===== src/rtl/mutex_pkg.sv =====
// Shared types for the security-tagged ownership lock.
// Assumes a 2-bit owner code, with one bit per world at most set.
package mutex_pkg;

    typedef enum logic [1:0] {
        OWN_FREE = 2'b00,
        OWN_SEC  = 2'b01,
        OWN_NSEC = 2'b10
    } owner_e;

    typedef enum logic [1:0] {
        TGT_LOCK    = 2'b00,
        TGT_PREEMPT = 2'b01,
        TGT_ENGINE  = 2'b10
    } target_e;

    // Map a secure attribute to the owner code that world would hold.
    function automatic owner_e world_code(input logic secure);
        return secure ? OWN_SEC : OWN_NSEC;
    endfunction

endpackage


===== src/rtl/mutex_addr_decode.sv =====
// Classifies a bus offset as lock register, preemption register or
// accelerator space. Purely combinational; assumes exact-match offsets.
module mutex_addr_decode
    import mutex_pkg::*;
#(
    parameter int ADDR_W      = 8,
    parameter int LOCK_OFF    = 'h00,
    parameter int PREEMPT_OFF = 'h04
) (
    input  logic [ADDR_W-1:0] addr,
    output target_e           tgt
);

    localparam logic [ADDR_W-1:0] LockA    = ADDR_W'(LOCK_OFF);
    localparam logic [ADDR_W-1:0] PreemptA = ADDR_W'(PREEMPT_OFF);

    // Pick the target from the offset.
    always_comb begin
        if (addr == LockA)         tgt = TGT_LOCK;
        else if (addr == PreemptA) tgt = TGT_PREEMPT;
        else                       tgt = TGT_ENGINE;
    end

endmodule


===== src/rtl/mutex_access_gate.sv =====
// Turns one decoded bus access plus the current owner into lock events
// (acquire, release, forced release), a forward enable and an error flag.
// Assumes at most one access per cycle and an owner that is never 2'b11.
module mutex_access_gate
    import mutex_pkg::*;
#(
    parameter int DATA_W = 32
) (
    input  logic              req_valid,
    input  logic              req_write,
    input  logic              req_secure,
    input  target_e           tgt,
    input  logic [DATA_W-1:0] req_wdata,
    input  owner_e            owner,
    output logic              acq,
    output logic              rel,
    output logic              force_rel,
    output logic              fwd,
    output logic              err
);

    logic own_match;
    logic is_lock;
    logic is_pre;
    logic is_eng;

    // Does the caller's world match the recorded owner?
    always_comb own_match = (owner != OWN_FREE) && (owner == world_code(req_secure));

    // Target strobes, qualified by a valid access.
    always_comb begin
        is_lock = req_valid && (tgt == TGT_LOCK);
        is_pre  = req_valid && (tgt == TGT_PREEMPT);
        is_eng  = req_valid && (tgt == TGT_ENGINE);
    end

    // Lock events derived from the access.
    always_comb begin
        acq       = is_lock && !req_write && (owner == OWN_FREE);
        rel       = is_lock && req_write && (req_wdata == '0) && own_match;
        force_rel = is_pre && req_write && req_secure && req_wdata[0] && (owner == OWN_NSEC);
    end

    // Forwarding and refusal.
    always_comb begin
        fwd = is_eng && own_match;
        err = (is_eng && !own_match) || (is_pre && !req_secure);
    end

endmodule


===== src/rtl/mutex_owner_track.sv =====
// Holds the owner code and produces the one-cycle clear pulse after any
// release. Assumes the gate never raises acquire and release together.
module mutex_owner_track
    import mutex_pkg::*;
(
    input  logic   clk,
    input  logic   rst_n,
    input  logic   acq,
    input  logic   acq_secure,
    input  logic   rel,
    input  logic   force_rel,
    output owner_e owner,
    output logic   clear_pulse
);

    // Owner register: set on acquire, freed on any release.
    always_ff @(posedge clk) begin
        if (!rst_n)                owner <= OWN_FREE;
        else if (acq)              owner <= world_code(acq_secure);
        else if (rel || force_rel) owner <= OWN_FREE;
    end

    // Clear pulse follows every release by one edge.
    always_ff @(posedge clk) begin
        if (!rst_n) clear_pulse <= 1'b0;
        else        clear_pulse <= rel || force_rel;
    end

endmodule


===== src/rtl/sec_mutex_gate.sv =====
// Top of the security-tagged ownership lock. Decodes each bus access,
// gates accelerator accesses on ownership, and registers a response one
// cycle later. Assumes the accelerator returns read data combinationally.
module sec_mutex_gate
    import mutex_pkg::*;
#(
    parameter int ADDR_W      = 8,
    parameter int DATA_W      = 32,
    parameter int LOCK_OFF    = 'h00,
    parameter int PREEMPT_OFF = 'h04
) (
    input  logic              clk,
    input  logic              rst_n,
    input  logic              req_valid,
    input  logic              req_write,
    input  logic              req_secure,
    input  logic [ADDR_W-1:0] req_addr,
    input  logic [DATA_W-1:0] req_wdata,
    output logic              rsp_valid,
    output logic              rsp_err,
    output logic [DATA_W-1:0] rsp_rdata,
    output logic              eng_req_valid,
    output logic              eng_req_write,
    output logic [ADDR_W-1:0] eng_req_addr,
    output logic [DATA_W-1:0] eng_req_wdata,
    input  logic [DATA_W-1:0] eng_rdata,
    output logic              eng_clear
);

    localparam int PadW = DATA_W - 2;

    target_e           tgt;
    owner_e            owner_q;
    logic              acq;
    logic              rel;
    logic              force_rel;
    logic              fwd;
    logic              err;
    logic [DATA_W-1:0] rdata_d;

    mutex_addr_decode #(
        .ADDR_W     (ADDR_W),
        .LOCK_OFF   (LOCK_OFF),
        .PREEMPT_OFF(PREEMPT_OFF)
    ) u_dec (
        .addr(req_addr),
        .tgt (tgt)
    );

    mutex_access_gate #(
        .DATA_W(DATA_W)
    ) u_gate (
        .req_valid (req_valid),
        .req_write (req_write),
        .req_secure(req_secure),
        .tgt       (tgt),
        .req_wdata (req_wdata),
        .owner     (owner_q),
        .acq       (acq),
        .rel       (rel),
        .force_rel (force_rel),
        .fwd       (fwd),
        .err       (err)
    );

    mutex_owner_track u_own (
        .clk        (clk),
        .rst_n      (rst_n),
        .acq        (acq),
        .acq_secure (req_secure),
        .rel        (rel),
        .force_rel  (force_rel),
        .owner      (owner_q),
        .clear_pulse(eng_clear)
    );

    // Pass allowed accelerator accesses straight through.
    always_comb begin
        eng_req_valid = fwd;
        eng_req_write = req_write;
        eng_req_addr  = req_addr;
        eng_req_wdata = req_wdata;
    end

    // Select read data: zero on error or write, owner code for lock reads.
    always_comb begin
        rdata_d = '0;
        if (req_valid && !req_write && !err) begin
            if (tgt == TGT_LOCK)        rdata_d = {{PadW{1'b0}}, owner_q};
            else if (tgt == TGT_ENGINE) rdata_d = eng_rdata;
        end
    end

    // Response register, one cycle after the access.
    always_ff @(posedge clk) begin
        if (!rst_n) begin
            rsp_valid <= 1'b0;
            rsp_err   <= 1'b0;
            rsp_rdata <= '0;
        end else begin
            rsp_valid <= req_valid;
            rsp_err   <= req_valid && err;
            rsp_rdata <= rdata_d;
        end
    end

endmodule


===== config.mk =====
export PLATFORM = sky130hd
export DESIGN_NAME = sec_mutex_gate
export DESIGN_NICKNAME = d
export VERILOG_FILES = /design/src/rtl/mutex_pkg.sv /design/src/rtl/mutex_addr_decode.sv /design/src/rtl/mutex_access_gate.sv /design/src/rtl/mutex_owner_track.sv /design/src/rtl/sec_mutex_gate.sv
export SDC_FILE = /design/constraint.sdc
export NUM_CORES = 1
export LEC_CHECK = 0
export BUFFER_PORTS_ARGS = -buffer_cell sky130_fd_sc_hd__buf_4
export CAP_MARGIN = 20
export CELL_PAD_IN_SITES_DETAIL_PLACEMENT = 0
export CELL_PAD_IN_SITES_GLOBAL_PLACEMENT = 1
export CORE_UTILIZATION = 27
export DETAILED_ROUTE_END_ITERATION = 8
export PLACE_DENSITY_LB_ADDON = 0.1
export SETUP_SLACK_MARGIN = 0.4
export SLEW_MARGIN = 30
export SYNTH_ARGS = -nofsm -noshare
export SYNTH_HDL_FRONTEND = slang
export SYNTH_HIERARCHICAL = 1
export SYNTH_SLANG_ARGS = --single-unit

===== constraint.sdc =====
create_clock -name clk -period 2.85 [get_ports clk]
set_clock_uncertainty 0.1 [all_clocks]
set_input_delay 0.7125 -clock clk [delete_from_list [all_inputs] [get_ports clk]]
set_output_delay 0.7125 -clock clk [all_outputs]
set_load 0.01 [all_outputs]

Yosys cells after proc, flatten, opt, wreduce, memory -nomap -nowiden
Index checks and enable logic that the tools add are counted.

word-level totals
  register bits = 37
  input bits = 77
  output and inout port bits = 77
  word-level logic and storage cells = 54

operators by class
  eq/ne operators = 5
  muxes and demuxes = 7
  bitwise gates (word level) = 3
  reduce and logical (&&, ||, !) cells = 33

operators by type and width
  cell                                                             number
  32-bit zero test                                                 1
  1-bit logical AND                                                19
  2-bit 2-to-1 mux                                                 7
  8-bit by 3-bit == test with 1-bit output, second input constant  1
  8-bit zero test                                                  1
  2-bit == test, second input constant                             2
  1-bit zero test                                                  4
  2-bit zero test                                                  2
  2-bit nonzero test                                               2
  4-bit OR reduction                                               1
  1-bit inverter                                                   3
  2-bit by 1-bit == test with 1-bit output, second input constant  1
  2-bit == test                                                    1
  1-bit logical OR                                                 2
  2-bit AND reduction                                              1

Logic depth before layout (Yosys ltp)
  depth in word-level cells = 12
  gate-level depth with buffers = 9
  gate-level depth less buffers = 7

Hierarchy
Netlist, hierarchy kept.

by module, submodules not included
  module             instances  cells each  area an instance (um^2)  sequential area each (um^2)
  sec_mutex_gate     1          153         1,562.7                  680.7
  mutex_access_gate  1          26          191.4                    0.0
  mutex_owner_track  1          10          111.4                    60.1
  mutex_addr_decode  1          4           33.8                     0.0

Least setup slack after synthesis
OpenSTA, ideal clock, no wires.

  path type = input port to output port
  start point = in req_addr[5]
  end point = out eng_req_valid
  arrival time = 1.540 ns
  required time = 2.037 ns
  setup slack = 0.497 ns
  stages on the path = 3
  buffers on the path = 0
  cell sequence = nor4_2 and4b_1 and4bb_2

on the way
  cells in the longest elaborated chain, start to end = 6
  elaborated cells on any way between the ends = 7
  classes of those cells = eq/ne: 2; mux: 2; reduce/logical: 3

ends and longest elaborated chain
  element                                   line                     RTL
  start: declaration                        sec_mutex_gate.sv:17     input logic [ADDR_W-1:0] req_addr,
  8-bit by 3-bit == test with 1-bit output  mutex_addr_decode.sv:20  else if (addr == PreemptA) tgt = TGT_PREEMPT;
  2-bit 2-to-1 mux                          mutex_addr_decode.sv:20
  2-bit 2-to-1 mux (*)                      mutex_addr_decode.sv:19  if (addr == LockA) tgt = TGT_LOCK;
  named net tgt[0]                          sec_mutex_gate.sv:32     target_e tgt;
  2-bit == test (*)                         mutex_access_gate.sv:34  is_eng = req_valid && (tgt == TGT_ENGINE);
  1-bit logical AND (*)                     mutex_access_gate.sv:34
  1-bit logical AND (*)                     mutex_access_gate.sv:46  fwd = is_eng && own_match;
  end: declaration                          sec_mutex_gate.sv:22     output logic eng_req_valid,

The timed path passes the listed nets; every way through them passes the cells marked *.

Worst setup path after layout
Same ends and word-level chain as after synthesis.

==> impl_metrics.json <==
{
  "diodes": 0,
  "cts.path.max_buffers": 2,
  "period_share_pct": 88.3,
  "antenna_found_initial": 0,
  "r2r_slack_ns": 1.05,
  "portBuffers": 153,
  "ys_ff_latch": 37,
  "grt_pass1_vias": 1631,
  "yosys_warnings": 6,
  "num_io_pins": 154,
  "period_needed_ns": 2.52,
  "required_ns": 2.04,
  "layout_commonest_cell": "buf_4",
  "die_area_sq_um": 7370,
  "drt_iter0_drc": 6,
  "cts_buffers": 5,
  "initial_core_util_pct": 28.0,
  "irDropWorstVdd_mv": 0.145,
  "rows": 30,
  "die_h_microns": 85.9,
  "core_area_sq_um": 6790,
  "r2r_start": "u_own/owner[1]",
  "clock_latency_ns": 0.28,
  "crit_path_end_kind": "primary output",
  "final-setup-viol-count": 0,
  "dp_slack_ns": 0.148,
  "cts_tree": "yes",
  "status": "complete, no violations",
  "muxShareOfSynthArea_pct": 1.05,
  "leakage_nw": 1.45,
  "worstSetupStartpoint": "req_addr[5]",
  "rr_worst_depth": 6,
  "grt_start_max_net_pins": 23,
  "ant_nets": 0,
  "overflow": 0,
  "slew_headroom_pct": 79.8,
  "grtUsageTotal_pct": 12.9,
  "final_cell_mix": "155 x buf_4, 37 x dfxtp_1, 32 x nand2_1, 32 x nor3_2, 6 x nor4_1",
  "syn_area_sq_um": 1900,
  "crit_path_max_fanout": 2,
  "ys_types": 29,
  "final_max_slew_viol_count": 0,
  "critPathArrivalTime_ns": 1.70,
  "area_growth_pct": 58.8,
  "drive_gt1_share_pct": 67.5,
  "yosysSeqAreaShare_pct": 39.0,
  "tns_ns": 0,
  "hold_viol": 0,
  "critPathKind": "in2out",
  "clock-root-buffer": "clkbuf_8",
  "postRouteWirelength_mm": 4.97,
  "whs_path_depth": 2,
  "hold_buffers": 0,
  "rsz0062_at_grt": "yes",
  "cp-endpoint": "eng_req_valid",
  "vias_per_cell": 4.20,
  "synth-adder-area-share_pct": 0,
  "power_density_nw_per_um2": 366,
  "timing.rr.end": "rsp_rdata[16]",
  "drt-wirelength-per-cell_microns": 12.2,
  "final_nets": 389,
  "synth_xor_area_share_pct": 0,
  "dp_hpwl_mm": 3.72,
  "num_vias": 1708,
  "die_w_microns": 85.9,
  "drc": 0,
  "syn-num-nets": 270,
  "hold_class": "reg2reg",
  "cts_sinks": 37,
  "dr.pass1.iters": 4,
  "gp_congestion": 0.684,
  "cap_violations": 0,
  "synth_compound_area_share_pct": 1.71,
  "synthSimpleGateAreaFrac_pct": 36.4,
  "grt_first_pass_wirelength_mm": 7.42,
  "setup_ws_ns": 0.333,
  "synth.avg_cell_area_sq_um": 9.84,
  "fmax_ghz": 0.397,
  "clk_pin_slew_ns": 0.07,
  "synth_top_family_by_area": "simple AND/OR/NAND/NOR gates",
  "htreeDepth": 2,
  "cp-start-kind": "input port",
  "worst_slew_pin_slew_ns": 0.301,
  "syn_inst": 193
}
==> per-stage QoR <==
stage	cell area, sq um	cells	util (%)	hold WS, ns	power [mW]
2_1_floorplan	1900	193	-	0.450	0.658
3_3_place_gp	2810	395	41.3	0.501	0.771
3_5_place_dp	2810	395	41.3	0.501	0.771
4_1_cts	2920	403	43.0	0.510	1.12
5_1_grt	3020	407	44.4	0.537	1.16
6_report	3020	407	44.4	0.502	1.10
==> cells in the mapped netlist <==
master | number | area [sq um]
and3b_1 | 2 | 17.5
buf_4 | 42 | 315
and2_1 | 1 | 6.26
nand4_1 | 2 | 12.5
nor3b_1 | 1 | 7.51
or4b_1 | 2 | 20.0
nor4_2 | 3 | 37.5
a21boi_1 | 1 | 7.51
o21a_1 | 2 | 15.0
nor3_2 | 31 | 310
nand3b_1 | 2 | 15.0
nor3_1 | 3 | 15.0
and3_1 | 1 | 6.26
nor4_1 | 6 | 37.5
dfxtp_1 | 37 | 741
and3_2 | 1 | 7.51
buf_2 | 4 | 20.0
nand4bb_1 | 1 | 11.3
nor2b_1 | 3 | 18.8
clkbuf_1 | 2 | 7.51
and4b_1 | 2 | 20.0
mux2i_1 | 2 | 20.0
o21ai_0 | 2 | 10.0
nor2_1 | 2 | 7.51
buf_6 | 1 | 11.3
nand2_1 | 32 | 120
and4bb_2 | 1 | 12.5
buf_12 | 3 | 60.1
nor4b_1 | 1 | 8.76
==> critical path, cell delays in order <==
cell and delay, ns:
buf_8 0.10, nor4_4 0.27, and4b_2 0.27, and4bb_2 0.23, buf_6 0.12
==> flip-flops by register name, indices dropped and copies added (netlist names) <==
signal and cells:
rsp_err 1, u_own/owner 2, rsp_rdata 32, rsp_valid 1
u_own/clear_pulse 1
==> where the power goes <==
part           leakage (nW)  total (mW)  switching [mW]  internal, mW
clock                0.0399       0.334           0.173         0.161
sequential            0.300       0.528         0.00223         0.526
combinational          1.11       0.241          0.0998         0.141
total                  1.45        1.10           0.275         0.827
==> worst min path at each step <==
stage / from / to / slack (ns)
detailed placement: u_own/owner[1] / rsp_rdata[1] / 0.50
CTS: u_own/owner[1] / rsp_rdata[1] / 0.51
floorplan: u_own/owner[1] / rsp_rdata[1] / 0.45
finish: u_own/owner[1] / rsp_rdata[1] / 0.50
global placement: u_own/owner[1] / rsp_rdata[1] / 0.50
global route: u_own/owner[1] / rsp_rdata[1] / 0.54
==> area by class of cell <==
| class | instances | area (sq um) |
|---|---|---|
| Timing Repair Buffer | 164 | 1290 |
| Tap cell | 96 | 120 |
| Multi-Input combinational cell | 104 | 786 |
| Sequential cell | 37 | 741 |
| Clock buffer | 5 | 68.8 |
| Clock inverter | 1 | 5.00 |
| Fill cell | 699 | 3780 |
==> cells by family (layout without fill, tap and decap cells) <==
kind of cell    after synthesis  after routing
simple gates                 97             97
buf+inv                      52            170
flops                        37             37
compound gates                5              5
mux                           2              2
==> repair_timing <==
action                                  in CTS  in global routing
gates resized for setup                      5                 10
pin swaps                                    3                  7
setup buffers                                2                  2
endpoints found under the setup margin       1                 35
cloned                                       0                  2
==> routing by layer <==
metal	GRT usage, %	part of all wire [%]
met5	0	0
met4	4.55	0.95
met3	4.62	8.8
met2	22.0	51
met1	14.8	40
No activity file was read; power rests on OpenSTA's default activity.
